`config.mk`:
```
export PLATFORM = sky130hd
export DESIGN_NAME = rslice_top
export DESIGN_NICKNAME = d
export VERILOG_FILES = /design/src/rtl/rslice_pkg.sv /design/src/rtl/rslice_ctrl.sv /design/src/rtl/rslice_dp.sv /design/src/rtl/rslice_top.sv
export SDC_FILE = /design/constraint.sdc
export NUM_CORES = 1
export LEC_CHECK = 0
export BUFFER_PORTS_ARGS = -buffer_cell sky130_fd_sc_hd__buf_2
export CAP_MARGIN = 5
export CELL_PAD_IN_SITES_DETAIL_PLACEMENT = 0
export CELL_PAD_IN_SITES_GLOBAL_PLACEMENT = 1
export CORE_UTILIZATION = 31
export CTS_CLUSTER_SIZE = 28
export DETAILED_ROUTE_END_ITERATION = 16
export GPL_ROUTABILITY_DRIVEN = 0
export PLACE_DENSITY_LB_ADDON = 0.08
export SYNTH_ARGS = -nofsm -noshare
export SYNTH_HDL_FRONTEND = slang
export SYNTH_SLANG_ARGS = --single-unit
```
`constraint.sdc`:
```
create_clock -name clk -period 2.49 [get_ports clk]
set_clock_uncertainty 0.1 [all_clocks]
set_input_delay 0.249 -clock clk [delete_from_list [all_inputs] [get_ports clk]]
set_output_delay 0.249 -clock clk [all_outputs]
set_load 0.1 [all_outputs]
```
`src/rtl/rslice_pkg.sv`:
```
package rslice_pkg;

  typedef enum logic [2:0] {
    OP_ADD    = 3'd0,
    OP_SUB    = 3'd1,
    OP_ADDSUB = 3'd2,
    OP_UP     = 3'd3,
    OP_DOWN   = 3'd4,
    OP_GE     = 3'd5,
    OP_NE     = 3'd6,
    OP_LE     = 3'd7
  } opMode_e;

  // strobes from control to datapath
  typedef struct packed {
    logic useCnt;   // operand A comes from the count register
    logic swapAB;   // exchange operands (less-or-equal)
    logic invA;     // invert operand A before the adder
    logic invB;     // invert operand B before the adder
    logic zeroB;    // force operand B to zero
    logic invSum;   // invert the adder sum
    logic neChain;  // not-equal carry chain instead of adder carry
    logic cmpOut;   // result shows the compare flag
    logic cntLoad;  // count register takes the sum this edge
  } sliceCtrl_t;

endpackage

```
`src/rtl/rslice_ctrl.sv`:
```
module rslice_ctrl
  import rslice_pkg::*;
(
  input  logic [2:0] mode,
  input  logic       addSub,
  input  logic       cntEn,
  output sliceCtrl_t ctrl
);

  opMode_e opSel;
  assign opSel = opMode_e'(mode);

  always_comb begin
    ctrl = '0;
    unique case (opSel)
      OP_ADD:    ;
      OP_SUB:    ctrl.invB = 1'b1;
      OP_ADDSUB: ctrl.invB = addSub;
      OP_UP: begin
        ctrl.useCnt  = 1'b1;
        ctrl.zeroB   = 1'b1;
        ctrl.cntLoad = cntEn;
      end
      OP_DOWN: begin
        // count - cin computed as ~(~count + cin)
        ctrl.useCnt  = 1'b1;
        ctrl.zeroB   = 1'b1;
        ctrl.invA    = 1'b1;
        ctrl.invSum  = 1'b1;
        ctrl.cntLoad = cntEn;
      end
      OP_GE: begin
        ctrl.invB   = 1'b1;
        ctrl.cmpOut = 1'b1;
      end
      OP_NE: begin
        ctrl.neChain = 1'b1;
        ctrl.cmpOut  = 1'b1;
      end
      OP_LE: begin
        ctrl.swapAB = 1'b1;
        ctrl.invB   = 1'b1;
        ctrl.cmpOut = 1'b1;
      end
      default: ;
    endcase
  end

endmodule

```
`src/rtl/rslice_dp.sv`:
```
module rslice_dp
  import rslice_pkg::*;
#(
  parameter int WIDTH = 2
) (
  input  logic             clk,
  input  logic             rstN,
  input  sliceCtrl_t       ctrl,
  input  logic [WIDTH-1:0] a,
  input  logic [WIDTH-1:0] b,
  input  logic             cin,
  output logic [WIDTH-1:0] result,
  output logic             cout,
  output logic             gen,
  output logic             prop
);

  localparam logic [WIDTH-1:0] ZERO_W = '0;

  logic [WIDTH-1:0] cnt;
  logic [WIDTH-1:0] srcA, srcB, opA, opB;
  logic [WIDTH-1:0] pBit, gBit, sumRaw, sumOut;
  logic [WIDTH:0]   carry;
  logic             gAcc, pAcc, neAny;
  logic [WIDTH-1:0] cinExt;

  assign cinExt = {{(WIDTH-1){1'b0}}, cin};

  // operand selection and conditioning
  assign srcA = ctrl.useCnt ? cnt : (ctrl.swapAB ? b : a);
  assign srcB = ctrl.swapAB ? a : b;
  assign opA  = ctrl.invA ? ~srcA : srcA;
  assign opB  = ctrl.zeroB ? ZERO_W : (ctrl.invB ? ~srcB : srcB);

  assign pBit = opA ^ opB;
  assign gBit = opA & opB;

  // bitwise ripple inside the slice
  assign carry[0] = cin;
  for (genvar i = 0; i < WIDTH; i++) begin : g_ripple
    assign carry[i+1] = gBit[i] | (pBit[i] & carry[i]);
    assign sumRaw[i]  = pBit[i] ^ carry[i];
  end

  assign sumOut = ctrl.invSum ? ~sumRaw : sumRaw;

  // group generate / propagate, independent of cin
  always_comb begin
    gAcc = 1'b0;
    pAcc = 1'b1;
    for (int i = 0; i < WIDTH; i++) begin
      gAcc = gBit[i] | (pBit[i] & gAcc);
      pAcc = pAcc & pBit[i];
    end
  end

  assign neAny = |(a ^ b);

  assign gen  = ctrl.neChain ? neAny  : gAcc;
  assign prop = ctrl.neChain ? ~neAny : pAcc;
  assign cout = ctrl.neChain ? (neAny | cin) : carry[WIDTH];

  always_comb begin
    if (ctrl.useCnt)      result = cnt;
    else if (ctrl.cmpOut) result = {{(WIDTH-1){1'b0}}, cout};
    else                  result = sumOut;
  end

  always_ff @(posedge clk or negedge rstN) begin
    if (!rstN)             cnt <= '0;
    else if (ctrl.cntLoad) cnt <= sumOut;
  end

  // carry-out consistent with exported group signals
  p_gp_consistent_r10: assert property (@(posedge clk) disable iff (!rstN)
    cout == (gen | (prop & cin)));

  // count holds without a load strobe
  p_cnt_hold_r6: assert property (@(posedge clk) disable iff (!rstN)
    !ctrl.cntLoad |=> cnt == $past(cnt));

  // up count steps by cin
  p_cnt_up_r4: assert property (@(posedge clk) disable iff (!rstN)
    (ctrl.cntLoad && !ctrl.invSum) |=> cnt == WIDTH'($past(cnt) + $past(cinExt)));

  // down count steps by cin
  p_cnt_down_r5: assert property (@(posedge clk) disable iff (!rstN)
    (ctrl.cntLoad && ctrl.invSum) |=> cnt == WIDTH'($past(cnt) - $past(cinExt)));

  // compare leaves upper result bits clear
  p_cmp_upper_r7: assert property (@(posedge clk) disable iff (!rstN)
    ctrl.cmpOut |-> result[WIDTH-1:1] == '0);

  // at most one operand source override
  p_src_excl_r3: assert property (@(posedge clk) disable iff (!rstN)
    $onehot0({ctrl.useCnt, ctrl.swapAB, ctrl.neChain}));

endmodule

```
`src/rtl/rslice_top.sv`:
```
module rslice_top
  import rslice_pkg::*;
#(
  parameter int WIDTH = 2
) (
  input  logic             clk,
  input  logic             rstN,
  input  logic [2:0]       mode,
  input  logic             addSub,
  input  logic             cntEn,
  input  logic [WIDTH-1:0] a,
  input  logic [WIDTH-1:0] b,
  input  logic             cin,
  output logic [WIDTH-1:0] result,
  output logic             cout,
  output logic             gen,
  output logic             prop
);

  sliceCtrl_t ctrl;

  rslice_ctrl ctrl_i (
    .mode   (mode),
    .addSub (addSub),
    .cntEn  (cntEn),
    .ctrl   (ctrl)
  );

  rslice_dp #(.WIDTH(WIDTH)) dp_i (
    .clk    (clk),
    .rstN   (rstN),
    .ctrl   (ctrl),
    .a      (a),
    .b      (b),
    .cin    (cin),
    .result (result),
    .cout   (cout),
    .gen    (gen),
    .prop   (prop)
  );

endmodule

```
==> impl_metrics.ini <==
[layout]
final_cell_area_um2 = 1080
top_register = dp_i.cnt
drive_gt1_frac = 0.556
syn_to_final_growth_pct = 84.9
largest_reg_flops = 2
final_nets = 142
final_cells = 149
fin_util = 0.616
top_regs = dp_i.cnt x2
n_antenna_cell = 0
n_fill_cell = 153

[route]
vias_per_cell = 5.22
via_count = 778
post-route-drc-count = 0
dr.first_iter.drc_count = 21
drt_first_pass_iters = 4
routed_wl_um = 1910
avgRoutedWirePerCell_um = 12.8
antenna_left = 0

[sta]
fin_crit_ns = 2.97
slew_headroom = 0.834
finalCritPeriodShare = 1.19
holdWs_ns = 0.253
hold_viol = 0
final_max_slew_viol_count = 0
fmax_mhz = 337
grt_setup_unrepaired = yes
setup_slack_ns = -0.476
setup_tns_ns = -0.933
worstMarginPinSlew_ns = 0.248
finalSetupViolCount = 4

[worst_setup_path]
path_delay_family = adder cells
required_ns = 2.14
crit_buf_inv = 2
worstSetupEndpointType = output port
cp_slowest_cell = fa_2
critPathMaxFanout = 3
cp_cell_sequence = nor2_2, o21a_1, a211o_1, fa_2, inv_2, fa_2, and2b_2, a31oi_4, o22ai_4, buf_12
rr_startpoint = dp_i.cnt[0]
max_stage_delay_ns = 0.44
critPathKind = flop to output port
crit_start = dp_i.cnt[0]
arrival_ns = 2.62
cp-start-kind = flop
crit_top_cell = fa_2

[global_route]
overflow = 0
grt_max_degree = 10
grt_pass1_vias = 774
antenna_found_initial = 0
grt_pass1_wl_um = 3120
track_usage = 0.204

[floorplan]
die_y_um = 45.3
initial_utilization = 0.333
io_pins = 17
die_area_um2 = 2050
num_rows = 15
coreArea_um2 = 1750
die_w_um = 45.3

[clock_tree]
cts_root_buffer = clkbuf_4
cts_buffer_depth = 2
cts_tree = built
clk_pin_slew_ns = 0.03
numCtsBuffers = 3
htree_levels = 1
insertion_delay_ns = 0.22
cts_sinks = 2

[placement]
dp_slack_ns = -0.511
io_buffer_count = 16
hpwl_um = 1530
placedCellCount = 141
dpl_cell_area_um2 = 968

[outcome]
violations = negative setup slack
outcome = finished with violations

[synth]
synth_top_area_frac = 0.0860
synthTopCellsByCount = nand2_1, a21oi_1, inv_1, nor2_1, o22ai_1
synthArstFlopShare = 1.00
yosys_warnings = 0
synth_most_common_cell = nand2_1
synth_area_um2 = 582
synth_nets = 96
ys_ff_latch = 2
synthTopCellsByArea = dfrtp_1, fa_1, a21oi_1
synthCells = 80
synth.distinct_cells = 39
synth_top_area_cell = dfrtp_1
synth_edf_count = 0
synth_top_flop_cell = dfrtp_1
syn_avg_cell_area_um2 = 7.27
ys_seq_area_frac = 0.0860

[power_and_ir_drop]
p_leak_nw = 0.497
power.total_mw = 0.629
power_density_nw_per_um2 = 585
ir_drop_uv = 496

[run]
max_cap_viol_count = 0

[hold_path]
hold_class = primary input to async pin
logic make-up after synthesis:
kind of cell,Yosys count,synth area share
AO/OA/AOI/OAI,31,0.372
AND/OR/NAND/NOR,25,0.222
buffers and inverters,12,0.114
XOR/XNOR,4,0.0602
adder cells (fa/ha/maj),4,0.112
multiplexers,2,0.0344
flip-flops,2,0.0860
path summary, 6_finish.rpt:
| path | cells past startpoint | to | slack (ns) |
|---|---|---|---|
| worst max-delay path | 10 | result[1] | -0.48 |
| worst min-delay path | 2 | dp_i.cnt[1] | 0.25 |
| worst max register to register | 11 | dp_i.cnt[1] | -0.05 |
| worst min register to register | 3 | dp_i.cnt[1] | 0.64 |
| max in group asynchronous | 2 | dp_i.cnt[0] | 1.94 |
| min in group clk | 4 | dp_i.cnt[1] | 0.37 |
cell usage in the layout, fill, tap and decap left out, types with 2 or more instances in the layout:
master / n
mux2i_1: 2
fa_2: 2
buf_12: 5
o22ai_1: 4
dfrtp_1: 2
inv_2: 3
nor2_1: 4
buf_6: 2
ha_1: 2
a21oi_1: 5
clkbuf_4: 3
buf_2: 11
buf_4: 27
nor2_2: 2
a21oi_4: 2
nand2_1: 8
nand3_1: 2
o211ai_1: 2
xnor2_1: 3
a211o_1: 2
inv_1: 4
cell type report:
type / instances / area, um2 / area share
tap: 25 / 31.3 / 0.0291
multi-input combinational: 66 / 556 / 0.516
clock buffer: 3 / 22.5 / 0.0209
timing repair buffer: 46 / 390 / 0.363
sequential: 2 / 50.0 / 0.0465
inverter: 7 / 26.3 / 0.0244
timing repair:
action	in CTS	in global routing
pin swaps	2	5
hold endpoints to repair	2	0
buffers inserted	2	3
resized for setup	8	4
setup endpoints to repair	4	5
hold buffers	1	0
worst register-to-register path, delay by kind of cell, from the launching register on:
kind            cells  cell delay (ns)
simple gates        1             0.07
fa+ha+maj           2             0.78
flops               1             0.41
buf+inv             3             0.32
compound gates      5             0.80
power breakdown:
group          internal (mW)  total (mW)  switching [mW]
combinational          0.230       0.507           0.277
sequential            0.0410      0.0505         0.00947
clock                 0.0533      0.0722          0.0190
routing by layer:
layer	vias up	share of wire	global-route usage
li1	387	-	-
met5	-	0	0
met4	0	0.0042	0.0667
met3	2	0.039	0.00800
met1	365	0.45	0.258
met2	24	0.51	0.368
Note: power is estimated with default switching activity, not from simulation.
